`src/rtl/acktmr_pkg.sv`:
```
package acktmr_pkg;

    typedef enum logic [1:0] {
        PH_OFF  = 2'd0,
        PH_WAIT = 2'd1,
        PH_RUN  = 2'd2
    } phase_e;

    // Quota still open: fewer acknowledged clocks than the reference.
    function automatic logic quota_open(input int unsigned got, input int unsigned want);
        return got < want;
    endfunction

    // Period finished: the running count has met the baseline length.
    function automatic logic period_done(input int unsigned cnt, input int unsigned len);
        return cnt >= len;
    endfunction

endpackage

```
`src/rtl/acktmr_period_ctr.sv`:
```
module acktmr_period_ctr
    import acktmr_pkg::*;
#(
    parameter int CW = 8
) (
    input  logic          clk,
    input  logic          rst,
    input  logic          enable,
    input  logic          ack,
    input  logic [CW-1:0] base_len,
    output phase_e        phase,
    output logic          wrap
);

    logic [CW-1:0] cnt_q;
    phase_e        phase_q;

    assign phase = phase_q;
    assign wrap  = (phase_q == PH_RUN) && period_done(32'(cnt_q), 32'(base_len));

    always_ff @(posedge clk) begin
        if (rst || !enable) begin
            phase_q <= PH_OFF;
            cnt_q   <= '0;
        end else begin
            unique case (phase_q)
                PH_OFF: begin
                    phase_q <= PH_WAIT;
                    cnt_q   <= '0;
                end
                PH_WAIT: begin
                    if (ack) begin
                        phase_q <= PH_RUN;
                        cnt_q   <= CW'(1);
                    end
                end
                PH_RUN: begin
                    if (wrap) begin
                        phase_q <= PH_WAIT;
                        cnt_q   <= '0;
                    end else begin
                        cnt_q <= cnt_q + CW'(1);
                    end
                end
                default: begin
                    phase_q <= PH_OFF;
                    cnt_q   <= '0;
                end
            endcase
        end
    end

    a_r3_wait_holds: assert property (@(posedge clk) disable iff (rst)
        (enable && phase_q == PH_WAIT && !ack) |=> (phase_q != PH_RUN));

    a_r5_run_steps: assert property (@(posedge clk) disable iff (rst)
        (enable && phase_q == PH_RUN && !wrap) |=> (phase_q == PH_RUN && cnt_q == $past(cnt_q) + CW'(1)));

    a_r6_wrap_waits: assert property (@(posedge clk) disable iff (rst)
        (enable && wrap) |=> (phase_q == PH_WAIT && cnt_q == '0));

endmodule

```
`src/rtl/acktmr_quota_ctr.sv`:
```
module acktmr_quota_ctr
    import acktmr_pkg::*;
#(
    parameter int CW = 8
) (
    input  logic          clk,
    input  logic          rst,
    input  logic          enable,
    input  logic          ack,
    input  logic [CW-1:0] high_ref,
    input  phase_e        phase,
    input  logic          wrap,
    output logic          req
);

    logic [CW-1:0] got_q;
    logic          req_q;
    logic          open_c;
    logic          restart_c;

    assign open_c    = quota_open(32'(got_q), 32'(high_ref));
    assign restart_c = (phase == PH_OFF) || wrap;
    assign req       = req_q;

    always_ff @(posedge clk) begin
        if (rst || !enable) begin
            got_q <= '0;
            req_q <= 1'b0;
        end else if (restart_c) begin
            got_q <= '0;
            req_q <= 1'b1;
        end else begin
            req_q <= open_c;
            if (ack && open_c) begin
                got_q <= got_q + CW'(1);
            end
        end
    end

    a_r4_idle_hold: assert property (@(posedge clk) disable iff (rst)
        (enable && !ack && !restart_c) |=> (got_q == $past(got_q)));

    a_r4_met_drops: assert property (@(posedge clk) disable iff (rst)
        (enable && !restart_c && !open_c) |=> !req_q);

    a_r6_restart_clear: assert property (@(posedge clk) disable iff (rst)
        (enable && restart_c) |=> (got_q == '0 && req_q));

endmodule

```
`src/rtl/acktmr_var_chan.sv`:
```
module acktmr_var_chan
    import acktmr_pkg::*;
#(
    parameter int CW = 8
) (
    input  logic          clk,
    input  logic          rst,
    input  logic          enable,
    input  logic [CW-1:0] base_len,
    input  logic [CW-1:0] high_ref,
    input  logic          ack,
    output logic          init_req
);

    phase_e phase_w;
    logic   wrap_w;

    acktmr_period_ctr #(.CW(CW)) period_i (
        .clk      (clk),
        .rst      (rst),
        .enable   (enable),
        .ack      (ack),
        .base_len (base_len),
        .phase    (phase_w),
        .wrap     (wrap_w)
    );

    acktmr_quota_ctr #(.CW(CW)) quota_i (
        .clk      (clk),
        .rst      (rst),
        .enable   (enable),
        .ack      (ack),
        .high_ref (high_ref),
        .phase    (phase_w),
        .wrap     (wrap_w),
        .req      (init_req)
    );

    a_r1_off_low: assert property (@(posedge clk) disable iff (rst)
        !enable |=> !init_req);

    a_r2_arm_high: assert property (@(posedge clk) disable iff (rst)
        (enable && phase_w == PH_OFF) |=> init_req);

endmodule

```
`config.mk`:
```
export PLATFORM = sky130hd
export DESIGN_NAME = acktmr_var_chan
export DESIGN_NICKNAME = d
export VERILOG_FILES = /design/src/rtl/acktmr_pkg.sv /design/src/rtl/acktmr_period_ctr.sv /design/src/rtl/acktmr_quota_ctr.sv /design/src/rtl/acktmr_var_chan.sv
export SDC_FILE = /design/constraint.sdc
export NUM_CORES = 1
export LEC_CHECK = 0
export BUFFER_PORTS_ARGS = -buffer_cell sky130_fd_sc_hd__buf_4
export CORE_MARGIN = 3
export CORE_UTILIZATION = 35
export CTS_BUF_LIST = sky130_fd_sc_hd__clkbuf_16
export CTS_CLUSTER_DIAMETER = 200
export DETAILED_ROUTE_END_ITERATION = 16
export PLACE_DENSITY = 0.63
export SYNTH_ARGS = -nofsm -noshare
export SYNTH_HDL_FRONTEND = slang
export SYNTH_HIERARCHICAL = 1
export SYNTH_SLANG_ARGS = --single-unit
export TNS_END_PERCENT = 20
```
`constraint.sdc`:
```
create_clock -name clk -period 2.6 [get_ports clk]
set_input_delay 0 -clock clk [delete_from_list [all_inputs] [get_ports clk]]
set_output_delay 0 -clock clk [all_outputs]
set_load 0.1 [all_outputs]
```
After elaboration in Yosys (flattened, before gate mapping):

Index checks and enable logic that the tools add are counted.

* multiplexer cells: 7
* magnitude comparators: 2
* add/subtract/negate cells: 2
* reduce and logical (&&, ||, !) cells: 8
* eq/ne operators: 4

Operators with widths (number)
* 8-bit by 1-bit adder with 8-bit output, second input constant: 2
* 8-bit 2-to-1 mux: 2
* 8-bit one-hot mux with 2 select lines: 1
* 8-bit greater-or-equal comparator: 1
* 8-bit < comparator: 1
* 2-bit one-hot mux with 3 select lines: 1
* 2-bit 2-to-1 mux: 2
* 2-bit by 1-bit == test with 1-bit output, second input constant: 1
* 2-bit == test, second input constant: 1
* 1-bit logical AND: 2
* 2-bit logical NOT: 1
* 1-bit logical OR: 2
* 2-bit by 1-bit != test with 1-bit output, second input constant: 1
* 2-bit != test, second input constant: 1
* 2-bit AND reduction: 1
* 2-bit OR reduction: 1
* 1-bit logical NOT: 1
* 1-bit 2-to-1 mux: 1

* bits in registers: 19
* bits of input ports: 20

Logic depth before layout (Yosys ltp):

* depth in word-level cells: 4
* gate-level depth with buffers: 9
* depth with buffers taken out: 9

Hierarchy:

Netlist, hierarchy kept.

Modules (own cells, without submodules)
* acktmr_period_ctr: cells each 102, seq. area each 200.2 µm², area an instance 809.5 µm², instances 1
* acktmr_quota_ctr: cells each 75, seq. area each 180.2 µm², area an instance 623.1 µm², instances 1

Worst setup path after synthesis:

OpenSTA, ideal clock, no wires.

* path kind: register to register
* from: register period_i.cnt_q[2]
* to: register quota_i.got_q[2]
* stages on the path, launching flop included: 9
* path slack: 0.535 ns
* setup time: 0.070 ns
* required time: 2.530 ns
* path buffers: 1
* arrival time: 1.995 ns
* path through: dfxtp_1 > ha_1 > a211o_1 > a31oi_2 > o21ai_0 > and2_1 > or3_1 > buf_1 > a21oi_1

* cells in the longest elaborated chain, start to end: 4

RTL lines
* start, declared: line acktmr_period_ctr.sv:15 `logic [CW-1:0] cnt_q;`
* start signal, assigned: line acktmr_period_ctr.sv:42 `cnt_q <= cnt_q + CW'(1);`
* 8-bit greater-or-equal comparator: line acktmr_pkg.sv:16 `return cnt >= len;`
* 1-bit logical AND: line acktmr_period_ctr.sv:19 `assign wrap = (phase_q == PH_RUN) && period_done(32'(cnt_q), 32'(base_len));`
* net wrap_w: line acktmr_var_chan.sv:16 `logic wrap_w;`
* 1-bit logical OR: line acktmr_quota_ctr.sv:22 `assign restart_c = (phase == PH_OFF) || wrap;`
* 2-bit OR reduction (no source line)
* end signal, assigned: line acktmr_quota_ctr.sv:35 `got_q <= got_q + CW'(1);`
* end, declared: line acktmr_quota_ctr.sv:16 `logic [CW-1:0] got_q;`

The timed path passes the listed nets, and every way through them passes these cells.
A chain may end at the register's enable or synchronous reset.

Worst setup path in the final report:

* from: register period_i.cnt_q[2]
* to: register quota_i.got_q[1]

Same word-level chain as after synthesis.

==> metrics.md <==
| Metric | Value |
|---|---|
| Outcome | `completed` |
| Endpoint class of the critical path | `register` |
| Synthesized area per cell | `8.09 um2` |
| Drt wl/cell | `11.5 um` |
| Maximum VDD drop | `0.000416 V` |
| Vias | `1256` |
| Max-Slew Margin vs Limit | `0.618` |
| Placed inst area | `0.00162 mm2` |
| Root buffer cell | `clkbuf_16` |
| Grt met2 use | `0.211` |
| Register share of total power | `0.426` |
| CP arrival | `2.42 ns` |
| # diodes | `0` |
| DRT Pass-1 Iters | `4` |
| Reg2reg start | `period_i/cnt_q[2]$_SDFFE_PP0P_` |
| HPWL after DPL | `2.24 mm` |
| Sink Count | `19` |
| Worst Tran Pin Value | `0.572 ns` |
| Via density per instance | `5.11` |
| Internal power | `539 uW` |
| Most common cell after layout, fill and taps aside | `buf_4` |
| Setup crit start | `period_i/cnt_q[2]$_SDFFE_PP0P_` |
| R2R Setup Slk | `0.36 ns` |
| Setup tns final | `0 ns` |
| Die Area | `0.00490 mm2` |
| Gpl congestion | `0.757` |
| Fraction of layout cells with a size suffix above 1 | `0.182` |
| Clock Path Buffers | `2` |
| Number of routed nets with antenna violations | `0` |
| Iter 0 DRT Violations | `35` |
| Gate power share | `0.120` |
| Initial antenna violation count | `0` |
| Worst-Skew Late Latency | `0.25 ns` |
| P_sw | `157 uW` |
| Residual DRC | `0` |
| First-pass GRT wire length | `4.97 mm` |
| Die Wd | `70.0 um` |
| CTS tree | `yes` |
| Synthesized area | `0.00143 mm2` |
| Ys Warns | `6` |
| Commonest cells after routing, fill and taps aside | `buf_4, ha_1, dfxtp_1` |
| Seq cells post-synth | `19` |
| Max Cap Viol | `0` |
| Area Growth Syn to Fin | `19.0%` |
| GRT Total Usage | `0.121` |
| Slowest stage delay, CP | `0.40 ns` |
| Layout Skew | `0.00301 ns` |
| Synthesized instance count | `177` |
| Nets@finish | `239` |
| Post-layout instance area | `0.00170 mm2` |
| Critical R2R Capture | `quota_i/got_q[1]$_SDFFE_PP0P_` |
| H-tree depth | `1` |
| Clock group share of total power | `0.455` |
| Largest net degree at the start of global routing | `15` |
| Final worst setup slack | `0.362 ns` |
| Final setup viols | `0` |
| Hold Fails Final Rpt | `0` |
| Hold Buf Count CTS | `0` |
| Seq/Total Area, Yosys | `0.266` |
| Slowest CP cell | `dfxtp_1` |
| Hold Path Origin | `rst` |
| M3 GR Usage | `0.0317` |
| Period utilization | `0.861` |
| PostCTS Resize Cnt | `0` |
| Setup WS pre-CTS | `0.389 ns` |
| Die Ht | `70.0 um` |
| CP required | `2.78 ns` |
| Hold Path End | `quota_i/req$_SDFF_PP0_` |
| CP Class | `reg -> reg` |
| Hold crit path type | `in -> reg` |
| Power Density | `408 mW/mm2` |
| CTS clk-pin slew, worst paths | `0.06 ns` |
| CP delay by family, top | `compound AO/OA/AOI/OAI gates` |
| Achievable frequency | `0.447 GHz` |
| Worst R2R Path Depth | `8` |
| WHS Path Cells | `3` |
| CORE AREA | `0.00380 mm2` |
| RSZ-0062 raised after global routing | `no` |
| Fin util | `0.449` |
| GR met1 Demand/Resource | `0.146` |
| Post-CTS Setup Inserts | `0` |
| Startpoint types | `register` |
| Vias in the first global route | `1166` |
| Slew Limit Fails | `0` |
| Routed WL | `2.84 mm` |
| # rows | `22` |
| Initial core utilization | `0.377` |
| Switching Share | `0.225` |
| Total CTS buffers | `3` |
| Min Tclk post-route | `2.24 ns` |
| Most heavily used metal layer in global routing | `met2` |
| # port buffers | `20` |
| Maximum net fanout on the critical path | `6` |
| Post-Syn Nets | `217` |
| P_leak | `0.000713 uW` |
| Worst Path Buf+Inv | `0` |
| Synth unique cells | `43` |
| Worst-path cell chain | `ha_1 > a211o_1 > a31oi_2 > o21ai_0 > and2_1 > nor3_1 > nand2_1 > o21ai_1` |
| I/O pin count | `21` |
| Congestion Overflow GR | `0` |
## registers in the layout (all words and copies together) (netlist names)
| signal | flops |
|---|---|
| period_i/phase | 2 |
| quota_i/got_q | 8 |
| quota_i/req | 1 |
| period_i/cnt_q | 8 |
## Yosys cell counts
master    instances  share of area
ha_1             20           0.17
a211o_1           2          0.012
a31oi_1           6          0.026
or2_2             2         0.0087
inv_1            18          0.047
a21oi_1          11          0.038
a211oi_1          2          0.010
or2b_1            1         0.0052
o21ai_1           1         0.0035
or3_1             5          0.022
a22oi_1           1         0.0052
a21o_1            2          0.010
and2_1            1         0.0044
o211ai_1          3          0.016
and3_1            1         0.0044
or4_1             2          0.010
o21a_1            1         0.0052
nand3_1          11          0.038
dfxtp_1          19           0.27
buf_1             2         0.0052
o31ai_1           2          0.010
and4_1            1         0.0061
o21a_4            1          0.010
o21ai_0           5          0.017
mux2i_1           1         0.0070
buf_8             1          0.010
nor4b_1           1         0.0061
o31ai_2           1         0.0087
nand3_2           3          0.021
nor3_1            9          0.031
nor2_1            6          0.016
nand3b_1          2          0.010
or4_4             1         0.0079
xor2_1            1         0.0061
nand4b_1          1         0.0061
clkbuf_1          1         0.0026
nand4_1           1         0.0044
a31oi_2           1         0.0087
o311ai_2          1          0.011
nand2b_1          5          0.022
a21oi_2           1         0.0061
nor2b_1           2         0.0087
nand2_1          18          0.047
## per-stage QoR
stage / power, uW / instances / hold slack, ns
final: 696 / 246 / 0.0636
after global routing: 732 / 246 / 0.0951
after CTS: 712 / 246 / 0.0638
after detailed placement: 386 / 242 / 0.329
after global placement: 386 / 242 / 0.337
after floorplan: 351 / 177 / 0.171
## worst min-delay path: cells and delay by family
kind / cells / cell delay (ns)
AOI/OAI and AO/OA: 1 / 0.05
buffers and inverters: 1 / 0.08
and+or+nand+nor: 1 / 0.13
## area by class of cell
cell class,count,area (um2)
repair buffers,21,158
fillers,394,2090
clock buffers,3,75.1
well taps,48,60.1
flip-flops and latches,19,380
inverters,18,67.6
clock inverters,1,5.00
multi-input cells,136,958
## worst max path at each step
stage                                         end  slack, ns  depth (start not counted)
finish              quota_i/got_q[1]$_SDFFE_PP0P_       0.36                          8
global route        quota_i/got_q[7]$_SDFFE_PP0P_       0.05                          8
CTS                 quota_i/got_q[6]$_SDFFE_PP0P_       0.37                          7
detailed placement  quota_i/got_q[6]$_SDFFE_PP0P_       0.39                          7
global placement    quota_i/got_q[1]$_SDFFE_PP0P_       0.38                          8
floorplan           quota_i/got_q[2]$_SDFFE_PP0P_       0.54                          8
## metal layers
layer / up-vias / share of wire
li1: 682 / -
met1: 551 / 0.47
met2: 21 / 0.48
met3: 2 / 0.044
met4: 0 / 0.0067
met5: - / 0
## kinds of logic (layout without fill, tap and decap cells)
kind of cell | Yosys count | after routing | synth area share
compound gates | 41 | 41 | 0.201
fa+ha+maj | 20 | 20 | 0.175
simple gates | 73 | 73 | 0.280
mux | 1 | 1 | 0.00699
flops | 19 | 19 | 0.265
buf+inv | 22 | 43 | 0.0655
xor+xnor | 1 | 1 | 0.00611
## power groups by stage
stage / combinational (uW) / sequential (uW) / clock [uW]
final: 83.2 / 296 / 316
after global routing: 93.9 / 296 / 342
after CTS: 84.4 / 296 / 331
after detailed placement: 83.6 / 303 / 0
after global placement: 83.0 / 303 / 0
after floorplan: 42.7 / 308 / 0
Note: power is estimated with default switching activity, not from simulation.
